[src/rtl/sport_pkg.sv]
package sport_pkg;

    // Per-section configuration carried to the timing logic.
    typedef struct packed {
        logic ck_pol;
        logic fs_pol;
        logic ck_int;
        logic fs_int;
    } sec_cfg_t;

    // Per-cycle serial events for one section.
    typedef struct packed {
        logic launch;
        logic sample;
        logic fs;
    } sec_evt_t;

    // Word length in bits for a 3-bit length code.
    function automatic logic [5:0] wlen_bits(input logic [2:0] code);
        case (code)
            3'd0:    return 6'd8;
            3'd1:    return 6'd12;
            3'd2:    return 6'd16;
            3'd3:    return 6'd20;
            3'd4:    return 6'd24;
            default: return 6'd32;
        endcase
    endfunction

endpackage

[src/rtl/sport_clkdiv.sv]
module sport_clkdiv #(
    parameter int DIV_W = 8
) (
    input  logic             clk,
    input  logic             rst,
    input  logic             en,
    input  logic [DIV_W-1:0] div,
    output logic             ck
);
    logic [DIV_W-1:0] cnt;

    always_ff @(posedge clk) begin
        if (rst || !en) begin
            cnt <= '0;
            ck  <= 1'b0;
        end else if (cnt == div) begin
            cnt <= '0;
            ck  <= ~ck;
        end else begin
            cnt <= cnt + 1'b1;
        end
    end
endmodule

[src/rtl/sport_timing.sv]
module sport_timing
    import sport_pkg::*;
(
    input  logic     clk,
    input  logic     rst,
    input  sec_cfg_t cfg,
    input  logic     ck_pin,
    input  logic     fs_pin,
    input  logic [5:0] last,
    output sec_evt_t evt,
    output logic     fs_gen
);
    logic       eff;
    logic       eff_q;
    logic [5:0] fcnt;
    logic [5:0] fnext;

    assign eff   = ck_pin ^ cfg.ck_pol;
    assign fnext = (fcnt == last) ? 6'd0 : fcnt + 6'd1;

    always_comb begin
        evt.launch = eff & ~eff_q;
        evt.sample = ~eff & eff_q;
        evt.fs     = cfg.fs_int ? fs_gen : (fs_pin ^ cfg.fs_pol);
    end

    always_ff @(posedge clk) begin
        if (rst) eff_q <= 1'b0;
        else     eff_q <= eff;
    end

    // Frame generator: active during the last bit period of each frame slot.
    always_ff @(posedge clk) begin
        if (rst || !cfg.fs_int) begin
            fcnt   <= '0;
            fs_gen <= 1'b0;
        end else if (evt.launch) begin
            fcnt   <= fnext;
            fs_gen <= (fnext == last);
        end
    end
endmodule

[src/rtl/sport_tx.sv]
module sport_tx
    import sport_pkg::*;
#(
    parameter int DW = 32
) (
    input  logic          clk,
    input  logic          rst,
    input  sec_evt_t      evt,
    input  logic [5:0]    last,
    input  logic          wr,
    input  logic [DW-1:0] wdata,
    output logic          ready,
    output logic          dat,
    output logic          oe
);
    logic [DW-1:0] hold;
    logic [DW-1:0] sr;
    logic          full;
    logic          go;
    logic [5:0]    cnt;
    logic [5:0]    sh;

    assign sh    = 6'(DW - 1) - last;
    assign ready = ~full;
    assign dat   = oe & sr[DW-1];

    always_ff @(posedge clk) begin
        if (rst) begin
            hold <= '0;
            sr   <= '0;
            full <= 1'b0;
            go   <= 1'b0;
            oe   <= 1'b0;
            cnt  <= '0;
        end else begin
            if (evt.sample && evt.fs)
                go <= full;
            if (evt.launch && go) begin
                sr   <= hold << sh;
                go   <= 1'b0;
                oe   <= 1'b1;
                cnt  <= '0;
                full <= 1'b0;
            end else if (evt.launch && oe) begin
                if (cnt == last) begin
                    oe <= 1'b0;
                end else begin
                    sr  <= sr << 1;
                    cnt <= cnt + 6'd1;
                end
            end
            if (wr) begin
                hold <= wdata;
                full <= 1'b1;
            end
        end
    end
endmodule

[src/rtl/sport_rx.sv]
module sport_rx
    import sport_pkg::*;
#(
    parameter int DW = 32
) (
    input  logic          clk,
    input  logic          rst,
    input  sec_evt_t      evt,
    input  logic [5:0]    last,
    input  logic          din,
    input  logic          rd,
    input  logic          ovr_clr,
    output logic [DW-1:0] rdata,
    output logic          ready,
    output logic          buf_full,
    output logic          ovr
);
    logic [DW-1:0] sr;
    logic [DW-1:0] shifted;
    logic [DW-1:0] rbuf;
    logic [5:0]    cnt;
    logic          busy;
    logic          done;
    logic          rdr_free;

    assign shifted  = {sr[DW-2:0], din};
    assign done     = evt.sample & busy & (cnt == last);
    assign rdr_free = ~ready | rd;

    // Shift stage
    always_ff @(posedge clk) begin
        if (rst) begin
            sr   <= '0;
            cnt  <= '0;
            busy <= 1'b0;
        end else if (evt.sample) begin
            if (busy) begin
                sr <= shifted;
                if (cnt == last) busy <= 1'b0;
                else             cnt  <= cnt + 6'd1;
            end
            if (evt.fs && (!busy || cnt == last)) begin
                busy <= 1'b1;
                cnt  <= '0;
                sr   <= '0;
            end
        end
    end

    // Buffer and data register stages
    always_ff @(posedge clk) begin
        if (rst) begin
            rbuf     <= '0;
            buf_full <= 1'b0;
            rdata    <= '0;
            ready    <= 1'b0;
            ovr      <= 1'b0;
        end else begin
            if (ovr_clr) ovr <= 1'b0;
            if (buf_full) begin
                if (rdr_free) begin
                    rdata    <= rbuf;
                    ready    <= 1'b1;
                    buf_full <= done;
                    if (done) rbuf <= shifted;
                end else if (done) begin
                    ovr <= 1'b1;
                end
            end else if (done) begin
                if (rdr_free) begin
                    rdata <= shifted;
                    ready <= 1'b1;
                end else begin
                    rbuf     <= shifted;
                    buf_full <= 1'b1;
                end
            end else if (rd) begin
                ready <= 1'b0;
            end
        end
    end
endmodule

[src/rtl/sport_top.sv]
module sport_top
    import sport_pkg::*;
#(
    parameter int DW    = 32,
    parameter int DIV_W = 8
) (
    input  logic             clk,
    input  logic             rst,
    input  logic [2:0]       tx_wlen,
    input  logic             tx_clk_pol,
    input  logic             tx_fs_pol,
    input  logic             tx_clk_int,
    input  logic             tx_fs_int,
    input  logic [DIV_W-1:0] tx_div,
    input  logic [2:0]       rx_wlen,
    input  logic             rx_clk_pol,
    input  logic             rx_fs_pol,
    input  logic             rx_clk_int,
    input  logic             rx_fs_int,
    input  logic [DIV_W-1:0] rx_div,
    input  logic             tx_wr,
    input  logic [DW-1:0]    tx_wdata,
    output logic             tx_ready,
    input  logic             rx_rd,
    output logic [DW-1:0]    rx_rdata,
    output logic             rx_ready,
    input  logic             ovr_clr,
    output logic             rx_ovr,
    input  logic             tx_bclk_in,
    input  logic             tx_fs_in,
    output logic             tx_bclk_out,
    output logic             tx_fs_out,
    output logic             tx_dat_o,
    output logic             tx_dat_oe,
    input  logic             rx_bclk_in,
    input  logic             rx_fs_in,
    output logic             rx_bclk_out,
    output logic             rx_fs_out,
    input  logic             rx_dat_i
);
    sec_cfg_t   tx_cfg, rx_cfg;
    sec_evt_t   tx_evt, rx_evt;
    logic [5:0] tx_last, rx_last;
    logic       tx_ck, rx_ck, tx_fs_gen, rx_fs_gen;
    logic       tx_launch, rx_buf_full;

    assign tx_cfg  = '{ck_pol: tx_clk_pol, fs_pol: tx_fs_pol, ck_int: tx_clk_int, fs_int: tx_fs_int};
    assign rx_cfg  = '{ck_pol: rx_clk_pol, fs_pol: rx_fs_pol, ck_int: rx_clk_int, fs_int: rx_fs_int};
    assign tx_last = wlen_bits(tx_wlen) - 6'd1;
    assign rx_last = wlen_bits(rx_wlen) - 6'd1;

    assign tx_bclk_out = tx_clk_int & (tx_ck ^ tx_clk_pol);
    assign rx_bclk_out = rx_clk_int & (rx_ck ^ rx_clk_pol);
    assign tx_fs_out   = tx_fs_int & (tx_fs_gen ^ tx_fs_pol);
    assign rx_fs_out   = rx_fs_int & (rx_fs_gen ^ rx_fs_pol);
    assign tx_launch   = tx_evt.launch;

    sport_clkdiv #(.DIV_W(DIV_W)) u_tx_div (
        .clk(clk), .rst(rst), .en(tx_clk_int), .div(tx_div), .ck(tx_ck));
    sport_clkdiv #(.DIV_W(DIV_W)) u_rx_div (
        .clk(clk), .rst(rst), .en(rx_clk_int), .div(rx_div), .ck(rx_ck));

    sport_timing u_tx_tim (
        .clk(clk), .rst(rst), .cfg(tx_cfg),
        .ck_pin(tx_clk_int ? tx_bclk_out : tx_bclk_in),
        .fs_pin(tx_fs_in), .last(tx_last), .evt(tx_evt), .fs_gen(tx_fs_gen));
    sport_timing u_rx_tim (
        .clk(clk), .rst(rst), .cfg(rx_cfg),
        .ck_pin(rx_clk_int ? rx_bclk_out : rx_bclk_in),
        .fs_pin(rx_fs_in), .last(rx_last), .evt(rx_evt), .fs_gen(rx_fs_gen));

    sport_tx #(.DW(DW)) u_tx (
        .clk(clk), .rst(rst), .evt(tx_evt), .last(tx_last),
        .wr(tx_wr), .wdata(tx_wdata), .ready(tx_ready),
        .dat(tx_dat_o), .oe(tx_dat_oe));

    sport_rx #(.DW(DW)) u_rx (
        .clk(clk), .rst(rst), .evt(rx_evt), .last(rx_last),
        .din(rx_dat_i), .rd(rx_rd), .ovr_clr(ovr_clr),
        .rdata(rx_rdata), .ready(rx_ready), .buf_full(rx_buf_full), .ovr(rx_ovr));
endmodule

[config.mk]
export PLATFORM = sky130hd
export DESIGN_NAME = sport_top
export DESIGN_NICKNAME = d
export VERILOG_FILES = /design/src/rtl/sport_pkg.sv /design/src/rtl/sport_clkdiv.sv /design/src/rtl/sport_timing.sv /design/src/rtl/sport_tx.sv /design/src/rtl/sport_rx.sv /design/src/rtl/sport_top.sv
export SDC_FILE = /design/constraint.sdc
export NUM_CORES = 1
export LEC_CHECK = 0
export ABC_CLOCK_PERIOD_IN_PS = 4300
export BUFFER_PORTS_ARGS = -buffer_cell sky130_fd_sc_hd__buf_4
export CAP_MARGIN = 25
export CORE_MARGIN = 2
export CORE_UTILIZATION = 25
export DETAILED_ROUTE_END_ITERATION = 10
export GPL_ROUTABILITY_DRIVEN = 0
export GPL_TIMING_DRIVEN = 0
export HOLD_SLACK_MARGIN = 0.03
export SLEW_MARGIN = 40
export SYNTH_ARGS = -nofsm -noshare
export SYNTH_HDL_FRONTEND = slang
export SYNTH_HIERARCHICAL = 1
export SYNTH_SLANG_ARGS = --single-unit
[constraint.sdc]
create_clock -name clk -period 4.3 [get_ports clk]
set_clock_uncertainty 0.1 [all_clocks]
set_input_delay 0.215 -clock clk [delete_from_list [all_inputs] [get_ports clk]]
set_output_delay 0.215 -clock clk [all_outputs]
set_load 0.02 [all_outputs]
Word level (Yosys, flattened, before mapping)
Index checks and enable logic that the tools add are counted.
{"block": "totals", "reg_bits": 212, "output_inout_bits": 41, "word_cells": 161}
{"block": "op_classes", "add_sub_neg": 9, "eq_ne": 21, "shift": 1, "muxes": 45, "bitwise": 29, "n_reduce_logical": 32}
{"op": "32-bit two-way mux", "count": 12}
{"op": "31-bit two-way mux", "count": 2}
{"op": "6-bit one-hot mux with 5 select lines", "count": 2}
{"op": "6-bit equality test", "count": 6}
{"op": "32-bit by 6-bit left shift with 32-bit output", "count": 1}
{"op": "6-bit two-way mux", "count": 5}
{"op": "6-bit by 1-bit adder with 6-bit output (second input constant)", "count": 4}
{"op": "1-bit two-way mux", "count": 24}
{"op": "8-bit by 1-bit adder with 8-bit output (second input constant)", "count": 2}
{"op": "8-bit equality test", "count": 2}
{"op": "3-bit by 2-bit equality test with 1-bit output (second input constant)", "count": 4}
{"op": "6-bit by 1-bit subtractor with 6-bit output (second input constant)", "count": 2}
{"op": "1-bit AND", "count": 11}
{"op": "2-bit nonzero test", "count": 5}
{"op": "1-bit inverter", "count": 9}
{"op": "3-bit AND reduction", "count": 3}
{"op": "2-bit AND reduction", "count": 4}
{"op": "1-bit XOR", "count": 8}
{"op": "3-bit by 1-bit equality test with 1-bit output (second input constant)", "count": 2}
{"op": "3-bit equality test (second input constant)", "count": 2}
{"op": "3-bit logical NOT", "count": 2}
{"op": "2-bit != test (second input constant)", "count": 3}
{"op": "2-bit OR reduction", "count": 3}
{"op": "5-bit by 6-bit subtractor with 6-bit output (first input constant)", "count": 1}
{"op": "other kinds (6)", "count": 18}

Longest topological paths before layout
{"block": "depth", "word_depth": 11, "ltp_mapped": 13}

By module
Netlist, hierarchy kept.
{"mod": "sport_tx", "instances": 1, "cells_per_inst": 488, "area_each_um2": 4579.4, "seq_area_each_um2": 1461.4}
{"mod": "sport_rx", "instances": 1, "cells_per_inst": 456, "area_each_um2": 4272.8, "seq_area_each_um2": 2102.0}
{"mod": "sport_timing", "instances": 2, "cells_per_inst": 81, "area_each_um2": 610.6, "seq_area_each_um2": 160.2}
{"mod": "sport_clkdiv", "instances": 2, "cells_per_inst": 47, "area_each_um2": 436.7, "seq_area_each_um2": 180.2}
{"mod": "sport_top", "instances": 1, "cells_per_inst": 18, "area_each_um2": 165.2, "seq_area_each_um2": 0.0}

Least setup slack after synthesis
Ideal clock, no wire load.
{"block": "synth_timing", "path_kind": "register to register", "startpoint": "reg u_tx_div.ck", "endpoint": "reg u_tx.sr[30]", "setup_time_ns": 0.087, "arrival_ns": 2.372, "setup_slack_ns": 1.741, "stages_incl_launch_ff": 14, "period_less_slack_ns": 2.559, "cell_sequence": "dfxtp_1 > xor2_1 > mux2_2 > xnor2_1 > or2_1 > clkbuf_2 > inv_1 > and4b_1 > clkbuf_1 > buf_2 > nand4_1 > o21ai_1 > a2111oi_2 > o31ai_1"}
{"element": "from (decl)", "line_no": "sport_clkdiv.sv:8", "rtl": "output logic ck"}
{"element": "from (signal assigned)", "line_no": "sport_clkdiv.sv:18", "rtl": "ck <= ~ck;"}
{"element": "to (signal assigned)", "line_no": "sport_tx.sv:39", "rtl": "sr <= hold << sh;"}
{"element": "to (signal assigned)", "line_no": "sport_tx.sv:48", "rtl": "sr <= sr << 1;"}
{"element": "to (decl)", "line_no": "sport_tx.sv:17", "rtl": "logic [DW-1:0] sr;"}

==> qor.txt <==
Longest Clk Path Bufs -> 3
ys flop type -> dfxtp_1
fin crit period -> 3.43 ns
area of the die -> 46100 sq um
Reg-to-Reg End -> u_tx/sr[31]$_SDFFE_PP0P_
Hold Path Class -> in2reg
Synth area leaders -> dfxtp_1 38%, mux2i_1 8.4%, nor2_1 6.2%
ANT nets after route -> 0
setup TNS -> 0 ns
reg-to-reg setup timing slack -> 0.87 ns
Worst Hold Launch -> tx_clk_int
DIE HEIGHT -> 215 microns
Reg power frac -> 0.436
synth warn -> 6
Overflow after GRT -> 0
max_slew headroom -> 0.400
antenna violations before repair -> 1
layout cells sized above 1 -> 0.203
P per Cell Area -> 330 nW/um^2
Final Setup Violations -> 0
internal power -> 3500 uW
antenna cells -> 0
worst hold stages -> 3
Async SR Flop Fraction -> 0
Hold Fails Final Rpt -> 0
H-Tree Depth -> 1
critical path class -> reg2reg
Tot GR Track Use -> 0.128
Crit. End Element -> flop
pin count of the biggest net entering global routing -> 14
switch share -> 0.247
fin crit share -> 0.798
mapped cell area -> 11100 sq um
Worst-Skew Late Latency -> 0.53 ns
Min-Delay Endpoint -> u_tx_div/ck$_SDFFE_PP0N_
Pre-antenna DRT Iters -> 7
r2r worst-path depth -> 13
Sink Count -> 212
Starting Density -> 0.252
Num CTS Buffers -> 25
DRC viols -> 0
Layout Nets -> 1510
CTS root buf -> clkbuf_16
Sw Pwr -> 1150 uW
core region area -> 44000 sq um
Area growth, synth to finish -> 26.7%
routed wire length -> 30000 microns
RSZ-0062 raised after global routing -> no
Leak -> 0.00516 uW
Top-Level Pins -> 113
post-synthesis cell count -> 1218
critical path fanouts, max -> 10
CP Data Arrival Time -> 3.73 ns
Synth cell types -> 78
post_cts resized -> 0
VDD IR max -> 0.000246 V
clock network power share -> 0.463
Syn Area/Cell -> 9.12 sq um
Yosys reg bits -> 212
Seq/Total Area, Yosys -> 0.382
CTS tree -> yes
Max-Cap Viols -> 0
number of synthesized flops with an enable pin -> 0
Setup crit start kind -> flop
wire length per cell -> 14.7 microns
worst-margin pin slew -> 0.899 ns
die width -> 215 microns
I/O Buffers -> 111
reg2reg start -> u_tx_div/ck$_SDFFE_PP0N_
vias in the first global route -> 9528
outcome -> finished, final reports clean
Max Slew Vio Count -> 0
fmax -> 291 MHz
placement row count -> 77
logic gate share of total power -> 0.101
fin util -> 0.320
first-pass GRT wire length -> 49200 microns
via count -> 9503
HPWL Detailed -> 22500 microns
DR iter-0 viols -> 558
vias per std cell -> 4.66
top-area cell type share of the netlist area -> 0.382
WP data required -> 4.60 ns
leading area contributor after synthesis -> dfxtp_1
clock slew at reported path FFs -> 0.06 ns
[power by group through the flow]
stage	clock (uW)	combinational [uW]	sequential, uW
CTS	2220	464	2020
global placement	0	425	2070
global route	2300	511	2030
finish	2150	470	2020
detailed placement	0	430	2070
floorplan	0	292	2050
[synthesized netlist by cell type, drive strengths merged, types with 8 or more instances]
library cell  instances
a22oi                33
clkbuf               45
inv                  19
xor2                 32
buf                  40
nor2b                 9
a211oi               49
mux2                 11
xnor2                42
nand2               123
a21oi                62
a2111oi               8
nor2                186
nand4                10
nand3                19
o21ai                44
mux2i                94
and2                 14
dfxtp               212
nor3                 26
mux4                 29
[cell type report]
type / instances / area [sq um]
plain buffers: 85 / 447
clock buffers: 29 / 661
clock inverters: 15 / 166
fillers: 4583 / 30000
inverters: 19 / 71.3
multi-input cells: 934 / 6470
flip-flops and latches: 212 / 4240
well taps: 592 / 741
repair buffers: 155 / 1270
[layer usage]
layer  vias to the layer above  GRT usage  routed length (microns)
met5                         -          0                       12
met4                         2     0.0329                      677
met3                        48     0.0232                     1430
met2                       230      0.223                    14600
met1                      4483      0.163                    13300
li1                       4740          -                        -
[kinds of logic after synthesis]
group / after synthesis / synth area share
AOI/OAI and AO/OA: 252 / 0.169
xor gates and xnor gates: 74 / 0.0590
adders and majority gates: 6 / 0.00676
buffers and inverters: 104 / 0.0466
DFF: 212 / 0.382
muxes: 134 / 0.158
other: 2 / 0.000676
and+or+nand+nor: 434 / 0.178
[sequential cells by signal, summed over array words and instances (netlist names), 6 cells and up]
name           count
u_rx/rdata        32
u_rx_div/cnt       8
u_tx/hold         32
u_rx/sr           31
u_rx/cnt           6
u_tx/cnt           6
u_rx_tim/fcnt      6
u_rx/rbuf         32
u_tx/sr           32
u_tx_tim/fcnt      6
u_tx_div/cnt       8
[critical path: stages, from the launching register on]
cell,delay [ns]
dfxtp_1,0.44
xor2_1,0.10
mux2_2,0.28
xnor2_1,0.15
or2_1,0.21
clkbuf_2,0.18
inv_1,0.27
nand2_1,0.16
clkbuf_1,0.31
clkbuf_1,0.31
nand2_1,0.13
o21ai_0,0.09
nor4_1,0.45
nor3_1,0.10
[worst max path at each step]
stage,start,endpoint,slack (ns),depth (start not counted)
after detailed placement,u_tx_div/ck$_SDFFE_PP0N_,u_tx/sr[31]$_SDFFE_PP0P_,0.82,13
final,u_tx_div/ck$_SDFFE_PP0N_,u_tx/sr[31]$_SDFFE_PP0P_,0.87,13
after floorplan,u_tx_div/ck$_SDFFE_PP0N_,u_tx/sr[30]$_SDFFE_PP0P_,1.74,13
after global routing,u_tx_div/ck$_SDFFE_PP0N_,u_tx/sr[31]$_SDFFE_PP0P_,0.65,13
after CTS,u_tx_div/ck$_SDFFE_PP0N_,u_tx/sr[31]$_SDFFE_PP0P_,0.83,13
after global placement,u_tx_div/ck$_SDFFE_PP0N_,u_tx/sr[31]$_SDFFE_PP0P_,0.87,13
[timing repair]
item,in CTS,in global routing
buffers inserted,0,0
hold endpoints to repair,42,0
hold buffers,44,0
[layout by cell type (no fill, tap or decap), drive strengths merged, types with 44 or more instances in the layout]
cell,count
a211oi,49
a21oi,62
buf,151
clkbuf,74
dfxtp,212
dlygate4sd3,44
mux2i,94
nand2,123
nor2,186
o21ai,44
[metrics by stage]
stage | total power (uW) | setup WS [ns] | area (sq um) | cells | hold WS [ns]
floorplan | 2350 | 1.74 | 11200 | 1250 | 0.187
global placement | 2490 | 0.866 | 12800 | 1953 | 0.340
detailed placement | 2500 | 0.820 | 12800 | 1953 | 0.348
CTS | 4710 | 0.827 | 14100 | 2041 | 0.0430
global route | 4840 | 0.649 | 14100 | 2041 | 0.0740
finish | 4640 | 0.867 | 14100 | 2041 | 0.0698
(Power assumes the default switching activity.)
